**config.mk**
```make
export PLATFORM = sky130hd
export DESIGN_NAME = pfpw_engine_ctrl
export DESIGN_NICKNAME = d
export VERILOG_FILES = /design/src/rtl/pfpw_pkg.sv /design/src/rtl/pfpw_wait_edge.sv /design/src/rtl/pfpw_level_track.sv /design/src/rtl/pfpw_host_sig.sv /design/src/rtl/pfpw_engine_ctrl.sv
export SDC_FILE = /design/constraint.sdc
export NUM_CORES = 1
export LEC_CHECK = 0
export BUFFER_PORTS_ARGS = -buffer_cell sky130_fd_sc_hd__buf_2
export CAP_MARGIN = 20
export CORE_ASPECT_RATIO = 0.5
export CORE_MARGIN = 10
export CORE_UTILIZATION = 52
export DETAILED_ROUTE_END_ITERATION = 10
export MAX_ROUTING_LAYER = met4
export PLACE_DENSITY = 0.8
export SYNTH_ARGS = -nofsm -noshare
export SYNTH_HDL_FRONTEND = slang
export SYNTH_SLANG_ARGS = --single-unit
```
**constraint.sdc**
```tcl
create_clock -name clk -period 3.2 [get_ports clk]
set_clock_uncertainty 0.05 [all_clocks]
set_input_delay 0.16 -clock clk [delete_from_list [all_inputs] [get_ports clk]]
set_output_delay 0.16 -clock clk [all_outputs]
set_load 0.02 [all_outputs]
```
**src/rtl/pfpw_pkg.sv**
```systemverilog
package pfpw_pkg;

  typedef enum logic [1:0] {
    ENG_IDLE  = 2'd0,
    ENG_ARMED = 2'd1,
    ENG_RUN   = 2'd2
  } eng_state_e;

  typedef enum logic {
    HS_WAIT = 1'b0,
    HS_REQ  = 1'b1
  } hs_state_e;

endpackage

```
**src/rtl/pfpw_wait_edge.sv**
```systemverilog
module pfpw_wait_edge #(
  parameter int N_WAIT      = 4,
  parameter int SYNC_STAGES = 2
) (
  input  logic              clk,
  input  logic              rst_n,
  input  logic [N_WAIT-1:0] wait_in,
  output logic [N_WAIT-1:0] release_pulse
);

  for (genvar g = 0; g < N_WAIT; g++) begin : g_pin
    logic [SYNC_STAGES-1:0] sync_q;
    logic [SYNC_STAGES-1:0] sync_d;
    logic                   last_q;

    always_comb begin
      sync_d = {sync_q[SYNC_STAGES-2:0], wait_in[g]};
    end

    always_ff @(posedge clk or negedge rst_n) begin
      if (!rst_n) begin
        sync_q <= '0;
        last_q <= 1'b0;
      end else begin
        sync_q <= sync_d;
        last_q <= sync_q[SYNC_STAGES-1];
      end
    end

    // wait (1) to non-wait (0) transition on the synchronized level
    assign release_pulse[g] = last_q & ~sync_q[SYNC_STAGES-1];
  end

endmodule

```
**src/rtl/pfpw_level_track.sv**
```systemverilog
module pfpw_level_track #(
  parameter int FIFO_BYTES = 64,
  parameter int XFER_W     = 16,
  parameter int LVL_W      = $clog2(FIFO_BYTES + 1)
) (
  input  logic              clk,
  input  logic              rst_n,
  input  logic              clr,
  input  logic              load,
  input  logic [XFER_W-1:0] load_bytes,
  input  logic              write_mode,
  input  logic              mem_moved,
  input  logic              host_moved,
  output logic [LVL_W-1:0]  fill,
  output logic [XFER_W-1:0] remaining
);

  localparam logic [LVL_W-1:0] FULL = LVL_W'(FIFO_BYTES);

  logic [LVL_W-1:0]  fill_q, fill_d;
  logic [XFER_W-1:0] rem_q, rem_d;
  logic              push, pop, push_ok, pop_ok;

  always_comb begin
    push    = write_mode ? host_moved : mem_moved;
    pop     = write_mode ? mem_moved  : host_moved;
    pop_ok  = pop & (fill_q != '0);
    push_ok = push & ((fill_q != FULL) | pop_ok);
    if (clr) begin
      fill_d = '0;
      rem_d  = '0;
    end else if (load) begin
      fill_d = '0;
      rem_d  = load_bytes;
    end else begin
      fill_d = fill_q;
      if (push_ok && !pop_ok) fill_d = fill_q + 1'b1;
      if (pop_ok && !push_ok) fill_d = fill_q - 1'b1;
      rem_d = (mem_moved && rem_q != '0) ? rem_q - 1'b1 : rem_q;
    end
  end

  always_ff @(posedge clk or negedge rst_n) begin
    if (!rst_n) begin
      fill_q <= '0;
      rem_q  <= '0;
    end else begin
      fill_q <= fill_d;
      rem_q  <= rem_d;
    end
  end

  assign fill      = fill_q;
  assign remaining = rem_q;

  AST_FILL_BOUND: assert property (@(posedge clk) disable iff (!rst_n)
    fill_q <= FULL);

endmodule

```
**src/rtl/pfpw_host_sig.sv**
```systemverilog
module pfpw_host_sig
  import pfpw_pkg::*;
#(
  parameter int FIFO_BYTES = 64,
  parameter int THR_W      = 7,
  parameter int LVL_W      = $clog2(FIFO_BYTES + 1)
) (
  input  logic             clk,
  input  logic             rst_n,
  input  logic             run,
  input  logic             dma_mode,
  input  logic             write_mode,
  input  logic [THR_W-1:0] thr_field,
  input  logic [LVL_W-1:0] fill,
  input  logic             host_moved,
  output logic             irq,
  output logic             dma_req
);

  localparam logic [LVL_W-1:0] FULL = LVL_W'(FIFO_BYTES);

  logic [LVL_W-1:0] eff_thr, level, quota_q, quota_d;
  logic             trip, trip_q;
  hs_state_e        hs_q, hs_d;

  always_comb begin
    if (thr_field == '0)                       eff_thr = LVL_W'(1);
    else if (thr_field > THR_W'(FIFO_BYTES))   eff_thr = FULL;
    else                                       eff_thr = LVL_W'(thr_field);
    level = write_mode ? (FULL - fill) : fill;
    trip  = run & (level >= eff_thr);
  end

  always_comb begin
    hs_d    = hs_q;
    quota_d = quota_q;
    case (hs_q)
      HS_WAIT: begin
        if (dma_mode && trip) begin
          hs_d    = HS_REQ;
          quota_d = eff_thr;
        end
      end
      HS_REQ: begin
        if (!run || !dma_mode) begin
          hs_d = HS_WAIT;
        end else if (host_moved) begin
          if (quota_q <= LVL_W'(1)) hs_d = HS_WAIT;
          else                      quota_d = quota_q - 1'b1;
        end
      end
      default: hs_d = HS_WAIT;
    endcase
  end

  always_ff @(posedge clk or negedge rst_n) begin
    if (!rst_n) begin
      hs_q    <= HS_WAIT;
      quota_q <= '0;
      trip_q  <= 1'b0;
    end else begin
      hs_q    <= hs_d;
      quota_q <= quota_d;
      trip_q  <= trip;
    end
  end

  assign irq     = ~dma_mode & trip & ~trip_q;
  assign dma_req = (hs_q == HS_REQ);

  AST_IRQ_SINGLE: assert property (@(posedge clk) disable iff (!rst_n)
    irq |=> !irq);
  AST_DMA_RELEASE: assert property (@(posedge clk) disable iff (!rst_n)
    (dma_req && run && dma_mode && host_moved && quota_q == LVL_W'(1)) |=> !dma_req);

endmodule

```
**src/rtl/pfpw_engine_ctrl.sv**
```systemverilog
module pfpw_engine_ctrl
  import pfpw_pkg::*;
#(
  parameter int FIFO_BYTES = 64,
  parameter int THR_W      = 7,
  parameter int XFER_W     = 16,
  parameter int N_WAIT     = 4,
  parameter int N_CS       = 8,
  localparam int LVL_W     = $clog2(FIFO_BYTES + 1),
  localparam int CS_W      = $clog2(N_CS),
  localparam int WSEL_W    = $clog2(N_WAIT)
) (
  input  logic              clk,
  input  logic              rst_n,
  input  logic              cfg_enable,
  input  logic              cfg_write_mode,
  input  logic [CS_W-1:0]   cfg_cs_sel,
  input  logic              cfg_sync_start,
  input  logic [WSEL_W-1:0] cfg_wait_sel,
  input  logic              cfg_dma_mode,
  input  logic [THR_W-1:0]  cfg_threshold,
  input  logic              start,
  input  logic [XFER_W-1:0] xfer_bytes,
  input  logic [N_WAIT-1:0] wait_in,
  input  logic              mem_ack,
  input  logic              host_xfer,
  output logic              mem_req,
  output logic [CS_W-1:0]   mem_cs,
  output logic              mem_write,
  output logic              irq,
  output logic              dma_req,
  output logic              busy,
  output logic              done
);

  localparam logic [LVL_W-1:0] FULL = LVL_W'(FIFO_BYTES);

  eng_state_e        st_q, st_d;
  logic [CS_W-1:0]   cs_q, cs_d;
  logic              dir_q, dir_d;
  logic [WSEL_W-1:0] wsel_q, wsel_d;
  logic              done_q, done_d;
  logic              take_start, finish;
  logic [N_WAIT-1:0] release_pulse;
  logic [LVL_W-1:0]  fill;
  logic [XFER_W-1:0] remaining;
  logic              running, mem_moved, host_moved;

  pfpw_wait_edge #(.N_WAIT(N_WAIT), .SYNC_STAGES(2)) u_wait (
    .clk           (clk),
    .rst_n         (rst_n),
    .wait_in       (wait_in),
    .release_pulse (release_pulse)
  );

  always_comb begin
    take_start = cfg_enable & start & (st_q == ENG_IDLE);
    finish     = (st_q == ENG_RUN) & (remaining == '0);
    st_d       = st_q;
    cs_d       = cs_q;
    dir_d      = dir_q;
    wsel_d     = wsel_q;
    done_d     = done_q;
    if (!cfg_enable) begin
      st_d   = ENG_IDLE;
      done_d = 1'b0;
    end else begin
      case (st_q)
        ENG_IDLE: begin
          if (take_start) begin
            st_d   = cfg_sync_start ? ENG_ARMED : ENG_RUN;
            cs_d   = cfg_cs_sel;
            dir_d  = cfg_write_mode;
            wsel_d = cfg_wait_sel;
            done_d = 1'b0;
          end
        end
        ENG_ARMED: begin
          if (release_pulse[wsel_q]) st_d = ENG_RUN;
        end
        ENG_RUN: begin
          if (finish) begin
            st_d   = ENG_IDLE;
            done_d = 1'b1;
          end
        end
        default: st_d = ENG_IDLE;
      endcase
    end
  end

  always_ff @(posedge clk or negedge rst_n) begin
    if (!rst_n) begin
      st_q   <= ENG_IDLE;
      cs_q   <= '0;
      dir_q  <= 1'b0;
      wsel_q <= '0;
      done_q <= 1'b0;
    end else begin
      st_q   <= st_d;
      cs_q   <= cs_d;
      dir_q  <= dir_d;
      wsel_q <= wsel_d;
      done_q <= done_d;
    end
  end

  assign running    = (st_q == ENG_RUN);
  assign mem_req    = running & (remaining != '0) &
                      (dir_q ? (fill != '0) : (fill != FULL));
  assign mem_moved  = mem_ack & mem_req;
  assign host_moved = host_xfer & cfg_enable;

  pfpw_level_track #(.FIFO_BYTES(FIFO_BYTES), .XFER_W(XFER_W), .LVL_W(LVL_W)) u_level (
    .clk        (clk),
    .rst_n      (rst_n),
    .clr        (~cfg_enable),
    .load       (take_start),
    .load_bytes (xfer_bytes),
    .write_mode (dir_q),
    .mem_moved  (mem_moved),
    .host_moved (host_moved),
    .fill       (fill),
    .remaining  (remaining)
  );

  pfpw_host_sig #(.FIFO_BYTES(FIFO_BYTES), .THR_W(THR_W), .LVL_W(LVL_W)) u_host (
    .clk        (clk),
    .rst_n      (rst_n),
    .run        (running),
    .dma_mode   (cfg_dma_mode),
    .write_mode (dir_q),
    .thr_field  (cfg_threshold),
    .fill       (fill),
    .host_moved (host_moved),
    .irq        (irq),
    .dma_req    (dma_req)
  );

  assign mem_cs    = cs_q;
  assign mem_write = dir_q;
  assign busy      = (st_q != ENG_IDLE);
  assign done      = done_q;

  AST_DISABLED_QUIET: assert property (@(posedge clk) disable iff (!rst_n)
    !cfg_enable |=> (!busy && !mem_req));
  AST_IMMEDIATE_START: assert property (@(posedge clk) disable iff (!rst_n)
    (take_start && !cfg_sync_start) |=> busy && running);
  AST_LAST_ACK_STOPS: assert property (@(posedge clk) disable iff (!rst_n)
    (mem_moved && remaining == XFER_W'(1) && cfg_enable) |=> !mem_req);
  AST_DONE_IDLE: assert property (@(posedge clk) disable iff (!rst_n)
    $rose(done) |-> (!busy && !mem_req));
  AST_TARGET_STABLE: assert property (@(posedge clk) disable iff (!rst_n)
    (busy && $past(busy)) |-> ($stable(mem_cs) && $stable(mem_write)));

endmodule

```
==> results.yml, run 1 <==
cts:
  clock_latency_ps: 300
  cts.sinks: 53
  cts-root-buf: "clkbuf_16"
  cts.htree.levels: 2
  clk_pin_slew_worst_paths_ps: 80
  clockBufferDepth: 2
  cts_tree: "yes"
  numCtsBuffers: 5
die:
  die_w_um: 134
  start_util_pct: 54.7
  design.die.area_sq_um: 10300
  rows: 20
  io_pins: 50
  core_sq_um: 6180
  die_y_um: 77.0
logic_synthesis:
  synth_edf_count: 0
  synth_area_per_cell_sq_um: 9.50
  ys_types: 67
  async_flop_share_pct: 100
  synth_area_sq_um: 3380
  yosys.area.top_type: "dfrtp_1"
  ys_seq_elements: 53
  synth_top_area_share_pct: 39.2
  synth.area.top_cells: "dfrtp_1 (39%), ha_1 (6.7%), nand2_1 (4.7%)"
  synth_fp_nets: 416
  syn_inst: 356
  yosysSeqAreaShare_pct: 39.2
  ys.flop_type: "dfrtp_1"
  ys_warn_count: 0
grt:
  grt_pass1_wl_um: 15600
  antenna_found_initial: 0
  first_global_vias: 3222
  grt_max_degree: 42
  grt_usage_pct: 18.7
  gr-total-overflow: 0
critical_path:
  rr_endpoint: "u_level.fill[6]"
  cp_cell_sequence: "inv_2, ha_4, or3b_4, o41a_4, a21oi_2, a221oi_2, a31oi_1, ha_2, buf_6, fa_2, a21oi_2, o21a_1, o311ai_2, xnor2_1, nor2_1"
  arrival_ps: 3420
  timing.rr.start: "u_level.fill[1]"
  path_depth: 15
  worstSetupStartpointType: "flop"
  cpLargestDelayFamily: "compound AO/OA/AOI/OAI gates"
  startpoint: "u_level.fill[1]"
  crit_fanout: 4
  rr_worst_depth: 15
  cp_num_buf_inv: 2
  cp-end-kind: "flop"
  crit_path_max_incr_delay_ps: 400
  reg2reg_slack_ps: -80
  crit_end: "u_level.fill[6]"
  slowest_stage: "or3b_4"
  crit_required_ps: 3330
  path_common_cell: "a21oi_2"
  critPathKind: "reg -> reg"
sta:
  hold_slack_ps: 31.2
  fin_crit_ps: 3280
  rsz0062_at_grt: "yes"
  drv_slew: 0
  fmax_mhz: 305
  setup_viol: 4
  finalCritPeriodShare_pct: 103
  tightest_slew_ps: 950
  setup_ws_ps: -84.1
  maxSlewHeadroom_pct: 36.7
  hold_viol: 0
placed_design:
  numPortBuffers: 49
  gp_congestion: 0.874
  hpwl_um: 6480
finish:
  utilization_pct: 71.1
  final_common_cell: "dfrtp_1"
  drive_gt1_share_pct: 32.8
  layout_common_cells: "dfrtp_1 (53), buf_2 (48), nand2_1 (41)"
  fill_cells: 457
  nNetsFinal: 504
  synthToLayoutAreaGrowth_pct: 29.9
  n_antenna_cell: 0
status:
  status: "finished, violations left"
  violations: "setup timing"
detailed_routing:
  drt_iter0_drc: 346
  vias_per_cell: 5.98
  num_vias: 3185
  drc: 0
  drt-total-wl_um: 9470
  first_pass_iters: 5
  ant_nets: 0
  routedWlPerCell_um: 17.8
power_and_ir_drop:
  power_uw: 2900
  p_per_area_nw_per_um2: 659
  ir_worst_vdd_mv: 0.385
  power_leakage_uw: 0.00198
run:
  drv_cap: 0
min_path:
  min_path_type: "in -> reg"
-- layout make-up --
class | instances | area, sq um | area share [%]
clock inverter | 3 | 28.8 | 0.655
clock buffer | 5 | 125 | 2.85
timing repair buffer | 96 | 639 | 14.6
multi-input combinational | 268 | 2090 | 47.5
tap | 88 | 110 | 2.51
inverter | 20 | 75.1 | 1.71
sequential | 53 | 1330 | 30.2
-- worst register-to-register path: stages (launching register included) --
cell	delay [ps]
dfrtp_1	390
inv_2	80
ha_4	130
or3b_4	400
o41a_4	380
a21oi_2	140
a221oi_2	50
a31oi_1	190
ha_2	260
buf_6	130
fa_2	220
a21oi_2	70
o21a_1	180
o311ai_2	270
xnor2_1	160
nor2_1	50
-- cells in the mapped netlist, types with 4 or more instances --
cell,n
mux2_2,7
nor3_1,11
and2_1,5
and3_1,4
nor4b_1,5
nand2b_1,5
mux2i_1,5
nor2_1,18
o21ai_0,10
nand3_1,9
ha_1,18
a21oi_1,14
a31oi_1,4
clkbuf_1,10
o21ai_1,5
o31ai_1,6
nor2b_1,4
inv_1,20
or3_1,6
nand4_1,4
nand2_1,42
nor3b_1,7
xnor2_1,10
o41ai_1,4
dfrtp_1,53
-- routing by layer --
layer | track usage, % | up-vias | wire, um
met4 | 6.91 | 0 | 191
met1 | 22.2 | 1537 | 4180
met5 | - | - | 0
met2 | 31.1 | 131 | 4540
li1 | - | 1499 | -
met3 | 3.45 | 18 | 553
-- what timing repair did --
item / in CTS / in global routing
setup buffers: 8 / 8
setup endpoints to repair: 5 / 9
hold endpoints to repair: 44 / 0
hold buffers: 5 / 0
resized for setup: 24 / 14
pin swaps: 13 / 14
-- per-stage QoR --
step	setup slack, ps	std cells	area [sq um]	setup TNS (ps)
CTS	-40.1	528	4290	-65.2
global placement	-61.1	508	3900	-61.1
floorplan	-97.2	356	3390	-125
finish	-84.1	533	4390	-164
global route	-222	533	4390	-989
detailed placement	-145	508	3900	-320
-- power by group --
part | switching, uW | total [uW] | leakage (uW) | internal [uW]
clock | 281 | 582 | 0.0000763 | 301
combinational | 713 | 1380 | 0.00123 | 666
sequential | 144 | 936 | 0.000673 | 792
total | 1140 | 2900 | 0.00198 | 1760
-- how the worst min path moves through the flow --
| stage | from | to | depth (start not counted) |
|---|---|---|---|
| after floorplan | rst_n | done | 0 |
| after global placement | wait_in[3] | u_wait.g_pin[3].sync_q[0] | 1 |
| after detailed placement | wait_in[0] | u_wait.g_pin[0].sync_q[0] | 1 |
| after CTS | xfer_bytes[5] | u_level.remaining[5] | 3 |
| after global routing | cfg_wait_sel[1] | wsel_q[1] | 2 |
| final | cfg_cs_sel[0] | mem_cs[0] | 2 |
-- registers in the layout, summed over array words and instances, names as in the netlist --
name	flops
u_level.remaining	16
u_wait.g_pin.sync_q	8
u_host.quota_q	7
u_level.fill	7
u_wait.g_pin.last_q	4
mem_cs	3
st_q	2
wsel_q	2
done	1
mem_write	1
u_host.dma_req	1
u_host.trip_q	1
-- cell families (layout without fill, tap and decap cells) --
group,Yosys count,after routing,share of synthesized area [%]
flip-flops,53,53,39.2
adder cells (fa/ha/maj),19,19,7.25
buffers and inverters,35,124,4.33
AO/OA/AOI/OAI,91,91,20.6
multiplexers,12,12,3.81
AND/OR/NAND/NOR,134,134,21.7
XOR/XNOR,12,12,3.11
Power figures use the tool's default switching activity.
==> run 2, diff against run 1 <==
Settings changed: BUFFER_PORTS_ARGS -buffer_cell sky130_fd_sc_hd__buf_2 to -buffer_cell sky130_fd_sc_hd__buf_4, CORE_MARGIN 10 to 2.
==> run 2 against run 1 <==
Effect of this change:
- the run still ends with setup timing left
- sequential power down 0.9%
- critical path type is now reg -> out
- worst setup slack better by 7.6 ps
- count of clock-buffer cells in the layout unchanged
- largest power group unchanged
- global-route usage up 7.5 points
- sequential share of layout area down 0.86 points
==> results.yml, run 2 (synthesis gave the netlist of run 1 again) <==
status:
  status: "finished, violations left"
  violations: "setup timing"
die:
  rows: 20
  die_y_um: 61.0
  design.die.area_sq_um: 7200
  start_util_pct: 54.7
  io_pins: 50
  die_w_um: 118
  core_sq_um: 6180
finish:
  drive_gt1_share_pct: 33.1
  utilization_pct: 73.2
  largest_reg_flops: 16
  layout_common_cells: "buf_4 (93), dfrtp_1 (53), nand2_1 (41)"
  synthToLayoutAreaGrowth_pct: 33.8
  final_cells: 535
  nNetsFinal: 506
  n_antenna_cell: 0
  final_common_cell: "buf_4"
detailed_routing:
  vias_per_cell: 5.87
  first_pass_iters: 5
  ant_nets: 0
  drt_iter0_drc: 248
  num_vias: 3139
  drt-total-wl_um: 8910
  routedWlPerCell_um: 16.7
  drc: 0
cts:
  cts.sinks: 53
  numCtsBuffers: 5
  cts_tree: "yes"
  clockBufferDepth: 2
  cts.htree.levels: 2
  clk_pin_slew_worst_paths_ps: 70
  clock_latency_ps: 300
  cts-root-buf: "clkbuf_16"
critical_path:
  arrival_ps: 3070
  worstSetupStartpointType: "flop"
  crit_required_ps: 2990
  crit_fanout: 3
  cp-end-kind: "primary output"
  critPathKind: "reg -> out"
  rr_worst_depth: 14
sta:
  maxSlewHeadroom_pct: 54.1
  hold_viol: 0
  setup_ws_ps: -76.4
  fin_crit_ps: 3280
  tns_ps: -148
  fmax_mhz: 305
  setup_viol: 4
  finalCritPeriodShare_pct: 102
  tightest_slew_ps: 688
  hold_slack_ps: 10.2
  drv_slew: 0
  rsz0062_at_grt: "yes"
grt:
  grt_max_degree: 54
  grt_pass1_wl_um: 14400
  first_global_vias: 3040
  grt_usage_pct: 26.1
  antenna_found_initial: 0
  gr-total-overflow: 0
power_and_ir_drop:
  power_uw: 2900
  p_per_area_nw_per_um2: 642
  power_leakage_uw: 0.00202
  ir_worst_vdd_mv: 0.366
placed_design:
  hpwl_um: 6030
  dp_cells: 511
  numPortBuffers: 49
  gp_congestion: 0.855
run:
  drv_cap: 0
min_path:
  min_path_type: "in -> reg"
  hold_depth: 3
==> run 2: final timing paths <==
| kind | to | slack (ps) | from |
|---|---|---|---|
| max reg2reg | u_level.fill[3] | -40 | u_level.fill[1] |
| max in group asynchronous | u_level.fill[5] | 2240 | rst_n |
| min in group asynchronous | u_wait.g_pin[3].sync_q[0] | 390 | rst_n |
| min | u_level.remaining[5] | 10 | xfer_bytes[5] |
| min reg2reg | u_wait.g_pin[3].sync_q[1] | 310 | u_wait.g_pin[3].sync_q[0] |
| max | irq | -80 | u_level.fill[1] |
==> run 2: layer usage <==
| layer | share of wire (%) | up-vias | GRT usage (%) |
|---|---|---|---|
| li1 | - | 1500 | - |
| met2 | 48 | 127 | 44.7 |
| met1 | 45 | 1498 | 32.8 |
| met4 | 1.5 | 0 | 8.61 |
| met3 | 5.5 | 14 | 4.35 |
| met5 | 0 | - | - |
==> run 2: layout make-up <==
cell class / count / area, sq um
clock buffers: 5 / 125
repair buffers: 98 / 748
inverters: 20 / 75.1
multi-input cells: 268 / 2110
flip-flops and latches: 53 / 1330
well taps: 88 / 110
fillers: 447 / 1660
clock inverters: 3 / 28.8
==> run 2: stage by stage <==
stage               worst slack [ps]  area (sq um)
finish                         -76.4          4520
global route                    -199          4520
CTS                            -71.3          4370
detailed placement              -191          4050
global placement               -85.3          4050
floorplan                      -97.2          3390
==> run 2: critical path, cell delays in order (launching register included) <==
cell	delay [ps]
dfrtp_1	400
inv_2	90
ha_4	130
or3b_4	410
nor3_4	200
nand2_2	90
xnor2_2	150
ha_1	310
nand4_1	160
o311ai_4	310
and2_4	200
nor3b_2	160
buf_4	160
==> run 2: repair_timing <==
item,CTS,global route
cloned,0,0
endpoints found under the hold margin,57,0
buffers inserted,5,8
hold buffers,5,0
pin swaps,11,16
resized for setup,16,15
setup endpoints to repair,5,6
==> run 2: report_power, final <==
part	internal [uW]	switching, uW	leakage, uW	total (uW)
combinational	683	717	0.00127	1400
sequential	793	135	0.000673	928
clock	301	276	0.0000763	577
==> run 3, diff against run 2 <==
Settings changed: CORE_ASPECT_RATIO 0.5 to not set, PLACE_DENSITY 0.8 to 0.79, SYNTH_HIERARCHICAL set to 1.
==> run 3 against run 2 <==
Effect of this change:
- the run still ends with setup timing left
- design area down 1.5%
- power down 31%
- clock power down 29%
- final cell count down 1.9%
- count of clock-buffer cells in the layout up 1
- highest routed layer unchanged
- sequential share of layout area up 0.47 points
- critical path depth unchanged
==> results.yml, run 3 <==
detailed_routing:
  first_pass_iters: 4
  routedWlPerCell_um: 16.5
  drt-total-wl_um: 8660
  vias_per_cell: 6.00
  drc: 0
  ant_nets: 0
  drt_iter0_drc: 143
  num_vias: 3152
die:
  io_pins: 50
  rows: 29
  die_y_um: 85.4
  start_util_pct: 54.0
  core_sq_um: 6390
  design.die.area_sq_um: 7300
  die_w_um: 85.4
finish:
  final_area_sq_um: 4450
  largest_reg_flops: 16
  final_cells: 525
  drive_gt1_share_pct: 33.3
  final_common_cell: "buf_4"
  nNetsFinal: 505
  layout_common_cells: "buf_4 (89), dfrtp_1 (52), nor2_1 (31)"
  n_antenna_cell: 0
  synthToLayoutAreaGrowth_pct: 29.2
cts:
  numCtsBuffers: 5
  clockBufferDepth: 2
  clk_pin_slew_worst_paths_ps: 100
  clock_latency_ps: 310
  cts.htree.levels: 2
  cts_tree: "yes"
  cts.sinks: 53
  cts-root-buf: "clkbuf_8"
logic_synthesis:
  synth.area.top_cells: "dfrtp_1 (38%), ha_1 (5.8%), xnor2_1 (4.3%)"
  ys_seq_elements: 53
  ys.flop_type: "dfrtp_1"
  yosys.area.top_type: "dfrtp_1"
  yosysMostFrequentCell: "dfrtp_1"
  ys_types: 70
  synth_area_per_cell_sq_um: 9.63
  synth_edf_count: 0
  synth_top_area_share_pct: 38.5
  yosysSeqAreaShare_pct: 38.5
  yosys-top-cells-count: "dfrtp_1 (53), nor2_1 (31), nand2_1 (27)"
  syn_inst: 358
  ys_warn_count: 6
  synth_area_sq_um: 3450
  async_flop_share_pct: 100
  synth_fp_nets: 416
grt:
  grt_max_degree: 54
  gr-total-overflow: 0
  first_global_vias: 3128
  antenna_found_initial: 0
  grt_pass1_wl_um: 14400
  grt_usage_pct: 25.2
placed_design:
  dp_cells: 506
  place_area_sq_um: 4150
  numPortBuffers: 49
  hpwl_um: 6220
  gp_congestion: 0.910
critical_path:
  cp-end-kind: "flop"
  worstSetupStartpointType: "flop"
  crit_required_ps: 3390
  critPathKind: "reg -> reg"
  crit_fanout: 7
  arrival_ps: 3580
sta:
  hold_viol: 0
  rsz0062_at_grt: "yes"
  fin_crit_ps: 3390
  tns_ps: -594
  setup_viol: 4
  finalCritPeriodShare_pct: 106
  drv_slew: 0
  setup_ws_ps: -192
  maxSlewHeadroom_pct: 41.5
  fmax_mhz: 295
  tightest_slew_ps: 875
power_and_ir_drop:
  power_uw: 2000
  ir_worst_vdd_mv: 0.330
  p_per_area_nw_per_um2: 450
  power_leakage_uw: 0.00195
min_path:
  min_path_type: "in -> reg"
status:
  violations: "setup timing"
  status: "finished, violations left"
run:
  drv_cap: 0
## run 3: layout make-up
cell class,instances,area [sq um]
Clock inverter,2,17.5
Inverter,16,60.1
Sequential cell,53,1330
Timing Repair Buffer,95,729
Fill cell,484,1930
Clock buffer,6,82.6
Multi-Input combinational cell,276,2140
Tap cell,77,96.3
## run 3: routing by layer
metal  vias up  GRT usage [%]  wire length, um
met3        26           3.50              443
met2       107           41.1             4240
met4         0           7.94              225
met5         -              -                0
li1       1481              -                -
met1      1538           32.8             3750
## run 3: worst max-delay path: stages, from the launching register on
cell       delay [ps]
dfrtp_1           400
nor4_2            320
and4_1            270
nor2b_1            60
and3_1            150
or3b_4            390
a2bb2oi_4         340
fa_2              300
a211oi_2           70
o21a_1            190
or3_1             320
a211oi_2          230
mux2i_1           220
## run 3: path summary, 6_finish.rpt
check                                             to  depth (start not counted)  slack [ps]                      start
setup / recovery                     u_level/fill[6]                         12        -190       u_level/remaining[7]
hold / removal                             wsel_q[0]                          2          30            cfg_wait_sel[0]
hold reg to reg            u_wait/g_pin[3].sync_q[1]                          0         310  u_wait/g_pin[3].sync_q[0]
min in group asynchronous          u_host/quota_q[5]                          2         360                      rst_n
setup reg to reg                     u_level/fill[6]                         12        -190       u_level/remaining[7]
max in group asynchronous                  mem_write                          2        2260                      rst_n
## run 3: timing repair
action / 4_1_cts / 5_1_grt
hold endpoints to repair: 57 / 0
resized for setup: 3 / 14
cloned: 0 / 0
hold buffers: 5 / 0
pin swaps: 8 / 2
setup buffers: 5 / 1
endpoints found under the setup margin: 4 / 5
## run 3: logic make-up after synthesis
family,Yosys count,share of synthesized area (%)
xor+xnor,22,5.59
mux,16,5.44
buf+inv,29,3.52
compound gates,87,17.2
flops,53,38.5
fa+ha+maj,17,6.39
simple gates,134,23.4
## run 3: power by group
group | total [uW] | leakage (uW) | internal [uW] | switching, uW
sequential | 842 | 0.000679 | 762 | 80.3
clock | 412 | 0.0000518 | 180 | 232
combinational | 748 | 0.00122 | 363 | 385
## run 3: per-stage QoR
| stage | hold slack (ps) | setup WS (ps) | utilization (%) |
|---|---|---|---|
| after detailed placement | 192 | -243 | 65.0 |
| after global placement | 193 | -18.6 | 65.0 |
| after global routing | 19.2 | -305 | 69.7 |
| final | 26.4 | -192 | 69.7 |
| after floorplan | -186 | -36.2 | - |
| after CTS | 18.2 | -111 | 68.2 |
